## config.mk

```make
export PLATFORM = sky130hd
export DESIGN_NAME = dce_top
export DESIGN_NICKNAME = d
export VERILOG_FILES = /design/src/rtl/dce_pkg.sv /design/src/rtl/dce_ptr.sv /design/src/rtl/dce_csr.sv /design/src/rtl/dce_guard.sv /design/src/rtl/dce_top.sv
export SDC_FILE = /design/constraint.sdc
export NUM_CORES = 1
export LEC_CHECK = 0
export BUFFER_PORTS_ARGS = -buffer_cell sky130_fd_sc_hd__buf_2
export CAP_MARGIN = 20
export CORE_ASPECT_RATIO = 1.5
export CORE_MARGIN = 10
export CORE_UTILIZATION = 40
export DETAILED_ROUTE_END_ITERATION = 7
export HOLD_SLACK_MARGIN = 0.05
export PLACE_DENSITY = 0.6
export SLEW_MARGIN = 10
export SYNTH_ARGS = -nofsm -noshare
export SYNTH_HDL_FRONTEND = slang
export SYNTH_SLANG_ARGS = --single-unit
```

## constraint.sdc

```tcl
create_clock -name clk -period 2.9 [get_ports clk]
set_clock_uncertainty 0.1 [all_clocks]
set_input_delay 0.145 -clock clk [delete_from_list [all_inputs] [get_ports clk]]
set_output_delay 0.145 -clock clk [all_outputs]
set_load 0.05 [all_outputs]
```

## src/rtl/dce_pkg.sv

```systemverilog
package dce_pkg;
    localparam int ADDR_W = 16;
    localparam int DATA_W = 8;

    typedef enum logic [2:0] {
        OP_LDD  = 3'd0,
        OP_LDP  = 3'd1,
        OP_STD  = 3'd2,
        OP_STP  = 3'd3,
        OP_LDC  = 3'd4,
        OP_SPTR = 3'd5,
        OP_STC  = 3'd6,
        OP_NOP  = 3'd7
    } op_e;

    typedef enum logic [2:0] {
        S_CMD, S_ALO, S_AHI, S_DATA, S_BUS, S_RESP
    } state_e;

    localparam logic [1:0] CS_STATUS = 2'd0;
    localparam logic [1:0] CS_KEY    = 2'd1;
    localparam logic [1:0] CS_RST    = 2'd2;
endpackage

```

## src/rtl/dce_ptr.sv

```systemverilog
module dce_ptr #(
    parameter int AW = 16
) (
    input  logic          clk,
    input  logic          rst_n,
    input  logic          load,
    input  logic [AW-1:0] load_val,
    input  logic          inc,
    output logic [AW-1:0] ptr
);
    always_ff @(posedge clk or negedge rst_n) begin
        if (!rst_n)    ptr <= '0;
        else if (load) ptr <= load_val;
        else if (inc)  ptr <= ptr + 1'b1;
    end

    AST_PTR_STEP: assert property (@(posedge clk) disable iff (!rst_n)
        (inc && !load) |=> (ptr == $past(ptr) + 1'b1));
    AST_PTR_STILL: assert property (@(posedge clk) disable iff (!rst_n)
        (!inc && !load) |=> $stable(ptr));
endmodule

```

## src/rtl/dce_csr.sv

```systemverilog
module dce_csr #(
    parameter int          DW       = 8,
    parameter logic [7:0]  KEY_PROG = 8'hA5,
    parameter logic [7:0]  KEY_DBG  = 8'h5A,
    parameter logic [7:0]  KEY_ERA  = 8'hE7
) (
    input  logic          clk,
    input  logic          rst_n,
    input  logic          wr_en,
    input  logic [1:0]    wr_idx,
    input  logic [DW-1:0] wr_data,
    input  logic [1:0]    rd_idx,
    input  logic          set_err,
    output logic [DW-1:0] rd_data,
    output logic          prog_key,
    output logic          dbg_key,
    output logic          cpu_reset,
    output logic          erase_pulse
);
    import dce_pkg::*;

    logic err_q;

    always_ff @(posedge clk or negedge rst_n) begin
        if (!rst_n) begin
            prog_key    <= 1'b0;
            dbg_key     <= 1'b0;
            err_q       <= 1'b0;
            cpu_reset   <= 1'b0;
            erase_pulse <= 1'b0;
        end else begin
            erase_pulse <= 1'b0;
            if (set_err) err_q <= 1'b1;
            if (wr_en) begin
                unique case (wr_idx)
                    CS_STATUS: if (wr_data[2]) err_q <= 1'b0;
                    CS_KEY: begin
                        if (wr_data == KEY_PROG)     prog_key <= 1'b1;
                        else if (wr_data == KEY_DBG) dbg_key  <= 1'b1;
                        else if (wr_data == KEY_ERA) begin
                            erase_pulse <= 1'b1;
                            prog_key    <= 1'b1;
                            dbg_key     <= 1'b0;
                        end else begin
                            prog_key <= 1'b0;
                            dbg_key  <= 1'b0;
                        end
                    end
                    CS_RST:  cpu_reset <= wr_data[0];
                    default: ;
                endcase
            end
        end
    end

    always_comb begin
        rd_data = '0;
        unique case (rd_idx)
            CS_STATUS: rd_data[2:0] = {err_q, dbg_key, prog_key};
            CS_RST:    rd_data[0]   = cpu_reset;
            default:   rd_data      = '0;
        endcase
    end

    AST_ERASE_SINGLE: assert property (@(posedge clk) disable iff (!rst_n)
        erase_pulse |=> !erase_pulse);
    AST_ERASE_GRANTS: assert property (@(posedge clk) disable iff (!rst_n)
        erase_pulse |-> (prog_key && !dbg_key));
    AST_ERR_STICKY: assert property (@(posedge clk) disable iff (!rst_n)
        (err_q && !wr_en) |=> err_q);
endmodule

```

## src/rtl/dce_guard.sv

```systemverilog
module dce_guard #(
    parameter int              AW        = 16,
    parameter logic [AW-1:0]   PROT_BASE = 16'h8000,
    parameter logic [AW-9:0]   DBG_PAGE  = 8'h7F
) (
    input  logic [AW-1:0] addr,
    input  logic          prog_key,
    input  logic          dbg_key,
    output logic          allowed
);
    always_comb begin
        if (addr >= PROT_BASE)             allowed = prog_key;
        else if (addr[AW-1:8] == DBG_PAGE) allowed = dbg_key;
        else                               allowed = 1'b1;
    end
endmodule

```

## src/rtl/dce_top.sv

```systemverilog
module dce_top #(
    parameter logic [15:0] PROT_BASE = 16'h8000,
    parameter logic [7:0]  DBG_PAGE  = 8'h7F
) (
    input  logic        clk,
    input  logic        rst_n,
    input  logic        rx_valid,
    input  logic [7:0]  rx_data,
    output logic        tx_valid,
    output logic [7:0]  tx_data,
    output logic        bus_req,
    output logic        bus_we,
    output logic [15:0] bus_addr,
    output logic [7:0]  bus_wdata,
    input  logic [7:0]  bus_rdata,
    input  logic        bus_ack,
    output logic        cpu_reset,
    output logic        erase_pulse
);
    import dce_pkg::*;

    state_e              state, state_nx;
    op_e                 op_q, op_in;
    logic                inc_q;
    logic [1:0]          idx_q;
    logic [ADDR_W-1:0]   addr_q, acc_addr, ptr;
    logic [DATA_W-1:0]   wdata_q, resp_q, csr_rd;
    logic                is_ptr, is_load, allowed, bus_done;
    logic                prog_key, dbg_key;
    logic                csr_wr, set_err, ptr_load, ptr_inc;

    assign op_in    = op_e'(rx_data[7:5]);
    assign is_ptr   = (op_q == OP_LDP) || (op_q == OP_STP);
    assign is_load  = (op_q == OP_LDD) || (op_q == OP_LDP);
    assign acc_addr = is_ptr ? ptr : addr_q;
    assign bus_done = !allowed || bus_ack;

    // state register
    always_ff @(posedge clk or negedge rst_n) begin
        if (!rst_n) state <= S_CMD;
        else        state <= state_nx;
    end

    always_comb begin
        state_nx = state;
        unique case (state)
            S_CMD: if (rx_valid) begin
                if (op_in == OP_LDD || op_in == OP_STD || op_in == OP_SPTR)
                    state_nx = S_ALO;
                else if (op_in == OP_LDP)
                    state_nx = S_BUS;
                else if (op_in == OP_STP || op_in == OP_STC)
                    state_nx = S_DATA;
                else if (op_in == OP_LDC)
                    state_nx = S_RESP;
            end
            S_ALO:  if (rx_valid) state_nx = S_AHI;
            S_AHI:  if (rx_valid) begin
                if (op_q == OP_SPTR)     state_nx = S_CMD;
                else if (op_q == OP_STD) state_nx = S_DATA;
                else                     state_nx = S_BUS;
            end
            S_DATA: if (rx_valid) state_nx = (op_q == OP_STC) ? S_CMD : S_BUS;
            S_BUS:  if (bus_done) state_nx = is_load ? S_RESP : S_CMD;
            S_RESP: state_nx = S_CMD;
            default: state_nx = S_CMD;
        endcase
    end

    // captured command fields and data
    always_ff @(posedge clk or negedge rst_n) begin
        if (!rst_n) begin
            op_q    <= OP_NOP;
            inc_q   <= 1'b0;
            idx_q   <= '0;
            addr_q  <= '0;
            wdata_q <= '0;
            resp_q  <= '0;
        end else begin
            unique case (state)
                S_CMD: if (rx_valid) begin
                    op_q  <= op_in;
                    inc_q <= rx_data[4];
                    idx_q <= rx_data[1:0];
                    if (op_in == OP_LDC) resp_q <= csr_rd;
                end
                S_ALO:  if (rx_valid) addr_q[7:0]        <= rx_data;
                S_AHI:  if (rx_valid) addr_q[ADDR_W-1:8] <= rx_data;
                S_DATA: if (rx_valid) wdata_q            <= rx_data;
                S_BUS: begin
                    if (!allowed)     resp_q <= '0;
                    else if (bus_ack) resp_q <= bus_rdata;
                end
                default: ;
            endcase
        end
    end

    // outputs and sub-block controls
    always_comb begin
        bus_req   = (state == S_BUS) && allowed;
        bus_we    = !is_load;
        bus_addr  = acc_addr;
        bus_wdata = wdata_q;
        tx_valid  = (state == S_RESP);
        tx_data   = resp_q;
        csr_wr    = (state == S_DATA) && rx_valid && (op_q == OP_STC);
        set_err   = (state == S_BUS) && !allowed;
        ptr_load  = (state == S_AHI) && rx_valid && (op_q == OP_SPTR);
        ptr_inc   = (state == S_BUS) && is_ptr && inc_q && bus_done;
    end

    dce_ptr #(.AW(ADDR_W)) u_ptr (
        .clk(clk), .rst_n(rst_n), .load(ptr_load),
        .load_val({rx_data, addr_q[7:0]}), .inc(ptr_inc), .ptr(ptr)
    );

    dce_csr #(.DW(DATA_W)) u_csr (
        .clk(clk), .rst_n(rst_n), .wr_en(csr_wr), .wr_idx(idx_q),
        .wr_data(rx_data), .rd_idx(rx_data[1:0]), .set_err(set_err),
        .rd_data(csr_rd), .prog_key(prog_key), .dbg_key(dbg_key),
        .cpu_reset(cpu_reset), .erase_pulse(erase_pulse)
    );

    dce_guard #(.AW(ADDR_W), .PROT_BASE(PROT_BASE), .DBG_PAGE(DBG_PAGE)) u_guard (
        .addr(acc_addr), .prog_key(prog_key), .dbg_key(dbg_key), .allowed(allowed)
    );

    AST_TX_SINGLE: assert property (@(posedge clk) disable iff (!rst_n)
        tx_valid |=> !tx_valid);
    AST_REQ_HOLD: assert property (@(posedge clk) disable iff (!rst_n)
        (bus_req && !bus_ack) |=> (bus_req && $stable(bus_addr)));
    AST_PROT_KEY: assert property (@(posedge clk) disable iff (!rst_n)
        (bus_req && bus_addr >= PROT_BASE) |-> prog_key);
    AST_DBG_KEY: assert property (@(posedge clk) disable iff (!rst_n)
        (bus_req && bus_addr < PROT_BASE && bus_addr[15:8] == DBG_PAGE) |-> dbg_key);
    AST_REFUSE_NOBUS: assert property (@(posedge clk) disable iff (!rst_n)
        set_err |-> !bus_req);
endmodule

```

; After elaboration in Yosys (flattened, before gate mapping)
; Index checks and enable logic that the tools add are counted.
[word_totals]
register_bits = 62
[op_classes]
add_sub_neg = 1
n_lt_le_gt_ge = 1
eq_ne = 32
mux = 38
bitwise = 1
reduce_logical = 33
[op_table]
columns = op, n
row1 = 16-bit two-way mux, 3
row2 = 3-bit two-way mux, 13
row3 = 8-bit two-way mux, 4
row4 = 3-bit == test (second input constant), 7
row5 = 3-bit by 2-bit == test with 1-bit output (second input constant), 6
row6 = 16-bit by 1-bit adder with 16-bit output (second input constant), 1
row7 = 8-bit by 7-bit == test with 1-bit output (second input constant), 2
row8 = 8-bit == test (second input constant), 2
row9 = 16-bit greater-or-equal comparator (second input constant), 1
row10 = 8-bit case mux with 2 select lines, 1
row11 = 3-bit case mux with 5 select lines, 1
row12 = 1-bit two-way mux, 14
row13 = 2-bit != test (second input constant), 6
row14 = 2-bit AND reduction, 5
row15 = 3-bit by 1-bit == test with 1-bit output (second input constant), 3
row16 = 1-bit logical AND, 9
row17 = 3-bit logical NOT, 3
row18 = 1-bit logical OR, 6
row19 = 3-bit AND reduction, 2
row20 = 6-bit AND reduction, 1
row21 = 5-bit != test (second input constant), 1
row22 = 2-bit == test (second input constant), 2
row23 = 2-bit logical NOT, 2
row24 = 4-bit AND reduction, 1
row25 = other kinds (8), 10

; Logic depth before layout (Yosys ltp)
[depth]
depth_word = 12
depth_mapped = 9
ltp_nobuf = 7

; Hierarchy
; A second synthesis with hierarchy kept.
[unflattened]
cells_unflattened = 314
hier_area_um2 = 3422.0
[modules_own_cells]
columns = module, instances, cells_per_inst, area_per_inst_um2, seq_area_each_um2
row1 = dce_top, 1, 179, 2130.8, 1029.7
row2 = dce_ptr, 1, 93, 889.6, 400.4
row3 = dce_csr, 1, 37, 367.9, 125.1
row4 = dce_guard, 1, 5, 33.8, 0.0

; Least setup slack after synthesis
; OpenSTA, ideal clock, no wires.
[synth_timing]
path_type = reg-to-reg
start = register op_q[2]
end = register resp_q[1], in the netlist tx_data[1]
arrival_time_ns = 2.527
required_time_ns = 2.733
path_slack_ns = 0.206
path_stages_with_launch = 8
path_buffers = 1
period_less_slack_ns = 2.694
cell_sequence = dfstp_2 nand2b_4 mux2_4 a221o_1 buf_6 nor2_2 a22o_1 mux2_2
[synth_via]
elab_chain_len = 8
[synth_lines]
columns = item, line
row1 = "start, declared", dce_top.sv:23  ; op_e op_q, op_in;
row2 = "start signal, assigned", dce_top.sv:82  ; op_q <= op_in;
row3 = 3-bit by 1-bit == test with 1-bit output / 3-bit by 2-bit == test with 1-bit output (equally long branches), dce_top.sv:33  ; assign is_ptr = (op_q == OP_LDP) || (op_q == OP_STP);
row4 = 1-bit logical OR (*), dce_top.sv:33
row5 = 16-bit two-way mux (*), dce_top.sv:35  ; assign acc_addr = is_ptr ? ptr : addr_q;
row6 = net bus_addr[15], dce_top.sv:13  ; output logic [15:0] bus_addr,
row7 = "parallel branches: the longest is 2 deep, another holds 16-bit greater-or-equal comparator", --
row8 = 1-bit two-way mux (*), dce_guard.sv:12  ; if (addr >= PROT_BASE) allowed = prog_key;
row9 = 3-bit != test (no line) / 8-bit two-way mux (equally long branches), --
row10 = 4-bit AND reduction (no line) / 8-bit case mux with 2 select lines (equally long branches), --
row11 = "end signal, assigned", dce_top.sv:85  ; if (op_in == OP_LDC) resp_q <= csr_rd;
row12 = "end signal, assigned", dce_top.sv:92  ; else if (bus_ack) resp_q <= bus_rdata;
row13 = "end, declared", dce_top.sv:27  ; logic [DATA_W-1:0] wdata_q, resp_q, csr_rd;
; Mark *: on every way through the listed nets, which the timed path passes.
; A chain may end at the register's enable or synchronous reset.

; Worst setup path in the final report
[layout_timing]
start = register op_q[2]
end = output port bus_req
[layout_via]
elab_chain_len = 7
[layout_lines]
columns = item, line
row1 = 3-bit by 1-bit == test with 1-bit output / 3-bit by 2-bit == test with 1-bit output (equally long branches), dce_top.sv:33
row2 = 1-bit logical OR (*), dce_top.sv:33
row3 = 16-bit two-way mux (*), dce_top.sv:35
row4 = "parallel branches: the longest is 2 deep, another holds 16-bit greater-or-equal comparator", --
row5 = 1-bit two-way mux (*), dce_guard.sv:12
row6 = 1-bit logical AND (*), dce_top.sv:101  ; bus_req = (state == S_BUS) && allowed;
row7 = "end, declared", dce_top.sv:11  ; output logic bus_req,
; Mark *: on every way between the ends.

==> results.py <==
metrics = {
    "sta": {
        "setup_slack_ps": 152.4,
        "hold_violations": 0,
        "rsz0062_at_grt": "no",
        "clock.fmax_mhz": 364.0,
        "max_slew_margin_pct": 46.42,
        "post-route-min-period_ps": 2748,
        "worst_slew_pin_slew_ps": 803.6,
        "period_share_pct": 94.74,
        "whs_ps": 56.96,
        "tns_ps": 0,
        "finalMaxSlewViolations": 0,
        "setup_viol": 0,
    },
    "clock_network": {
        "h-tree-depth": 3,
        "cts.sinks": 62,
        "cts_tree": "built",
        "clk_pin_slew_ps": 50,
        "numCtsBuffers": 9,
        "cts_setup_buffers": 0,
        "clk_path_buf_depth": 2,
        "ctsResizeCount": 0,
        "insertion_delay_ps": 330,
        "cts-root-buf": "clkbuf_16",
    },
    "placed_design": {
        "place_area_um2": 3784,
        "place_ws_ps": 361.4,
        "hpwl_mm": 6.702,
        "io_buffers": 56,
        "gp_congestion": 0.8338,
    },
    "yosys": {
        "syn-cell-area_um2": 3366,
        "ys_top_cells_by_count": "63 x nand2_1, 59 x dfrtp_1, 35 x mux2_2, 20 x nor2_1",
        "syn_inst": 344,
        "synth_seq_cells": 62,
        "yosysSeqAreaShare_pct": 46.21,
        "synth-edff-count": 0,
        "syn_avg_cell_area_um2": 9.784,
        "synth.most_common_cell": "nand2_1",
        "dominantRegCellSynth": "dfrtp_1",
        "ys_top_cells_by_area": "dfrtp_1 44%, mux2_2 12%, nand2_1 7.0%",
        "mappedNetlistNets": 365,
        "ys_types": 52,
        "async_reset_ff_share_pct": 100.0,
        "synth_top_area_share_pct": 43.87,
        "yosys_warnings": 0,
        "synth_top_area_cell": "dfrtp_1",
    },
    "die": {
        "design.core.area_um2": 8108,
        "ios": 57,
        "die_w_um": 94.90,
        "die_area_um2": 12560,
        "die_h_um": 132.3,
        "placementRows": 40,
        "start_util_pct": 41.51,
    },
    "power": {
        "power_density_nw_per_um2": 1218,
        "peakVddDrop_v": 0.0006974,
        "p_leak_nw": 1.911,
    },
    "routing": {
        "drc": 0,
        "ant_nets": 0,
        "wl_per_cell_um": 17.60,
        "drt-vias-per-instance": 5.331,
        "vias": 2783,
        "dr.first_iter.drc_count": 75,
        "drt-pass1-iter-count": 4,
        "totalWireLength_mm": 9.186,
    },
    "global_routing": {
        "grt_pass1_wl_mm": 15.04,
        "grt_pass1_vias": 2974,
        "grt_max_degree": 63,
        "globalRouteOverflowTotal": 0,
        "antenna_found_initial": 0,
        "grt_use_total_pct": 15.25,
    },
    "job": {
        "maxCapViolations": 0,
    },
    "critical_path": {
        "reg2reg_depth": 7,
        "crit_path_end": "bus_req",
        "cp-start-kind": "register",
        "critPathMaxFanout": 8,
        "worstPathRequired_ps": 2650,
        "critPathLaunch": "op_q[2]",
        "r2r-end": "u_ptr.ptr[6]",
        "cp-end-kind": "primary output",
        "crit_type": "reg -> out",
        "regToRegStartpoint": "op_q[2]",
        "arrival_ps": 2500,
        "r2r_slack_ps": 340,
    },
    "cells_and_area": {
        "final_area_um2": 4129,
        "nets": 435,
        "drive_above_1_share_pct": 31.18,
        "diodes": 0,
        "syn2layout_area_growth_pct": 22.68,
    },
    "min_path": {
        "hold_path.class": "in -> reg",
    },
    "outcome": {
        "status": "completed",
    },
}
-- state kept, by name, indices dropped and copies added (netlist names) --
register and cells:
addr_q 16, u_ptr.ptr 16, bus_wdata 8, tx_data 8, op_q 3, state 3
idx_q 2, inc_q 1, u_csr.cpu_reset 1, u_csr.dbg_key 1, u_csr.erase_pulse 1, u_csr.err_q 1
u_csr.prog_key 1
-- per-stage QoR --
step / utilization [%] / total power, mW / std cells
4_1_cts: 50.93 / 5.077 / 522
2_1_floorplan: - / 3.402 / 344
3_5_place_dp: 46.67 / 4.059 / 501
5_1_grt: 50.93 / 5.321 / 522
3_3_place_gp: 46.67 / 4.029 / 501
6_report: 50.93 / 5.027 / 522
-- repair_timing --
action	in CTS	in global routing
hold buffers	7	0
setup endpoints to repair	0	0
hold endpoints to repair	65	0
-- worst min-delay path by stage --
stage	from	endpoint	cells past startpoint
2_1_floorplan	rst_n	addr_q[0]	0
3_3_place_gp	rst_n	bus_wdata[1]	2
3_5_place_dp	rst_n	bus_wdata[1]	2
4_1_cts	bus_ack	state[0]	3
5_1_grt	bus_ack	state[0]	3
6_report	bus_ack	state[0]	3
-- final cells by class --
| class | count | area, um2 |
|---|---|---|
| clock inverters | 1 | 5.005 |
| multi-input cells | 252 | 1670 |
| clock buffers | 13 | 270.3 |
| well taps | 105 | 131.4 |
| fillers | 766 | 3979 |
| repair buffers | 76 | 447.9 |
| inverters | 13 | 48.80 |
| flip-flops and latches | 62 | 1555 |
-- cells by family after synthesis --
logic type               count (synthesis)  synth area share [%]
AO/OA/AOI/OAI                           57                 12.23
adder cells (fa/ha/maj)                  1                0.3717
AND/OR/NAND/NOR                        141                 20.04
buffers and inverters                   30                 4.163
XOR/XNOR                                 6                 1.561
multiplexers                            47                 15.43
flip-flops                              62                 46.21
-- critical path: stages, from the launching register on --
cell	delay, ps
dfstp_2	580
nand2b_4	150
mux2_4	300
a221o_1	400
buf_4	190
nor2_2	230
buf_2	330
-- where the power goes --
group / internal, mW / switching (mW)
logic: 0.752 / 1.67
clock network: 0.636 / 0.360
registers: 1.26 / 0.348
-- metal layers --
layer	track usage, %	part of all wire (%)	vias up
met5	0	0	-
met1	16.72	41	1372
met4	5.927	1.5	0
li1	-	-	1346
met3	4.162	4.6	11
met2	26.64	53	54
-- cells in the final DEF, fill, tap and decap left out, types with 3 or more instances in the layout --
| master | count |
|---|---|
| dlygate4sd3_1 | 7 |
| clkbuf_8 | 3 |
| and3_1 | 5 |
| o31ai_1 | 4 |
| nor2_1 | 20 |
| a31oi_1 | 3 |
| o21ai_0 | 12 |
| nand3_1 | 11 |
| nand2b_1 | 4 |
| nor3_1 | 6 |
| a21oi_1 | 9 |
| o211ai_1 | 5 |
| inv_1 | 13 |
| nor3b_1 | 4 |
| nor2b_1 | 6 |
| buf_2 | 56 |
| nor4_1 | 3 |
| nand4_1 | 3 |
| mux2i_1 | 11 |
| mux2_2 | 35 |
| dfstp_2 | 3 |
| buf_4 | 13 |
| nand2_1 | 63 |
| dfrtp_1 | 59 |
| and2_1 | 6 |
| clkbuf_16 | 9 |
| xor2_1 | 5 |
| a221o_1 | 5 |
Power figures use the tool's default switching activity.
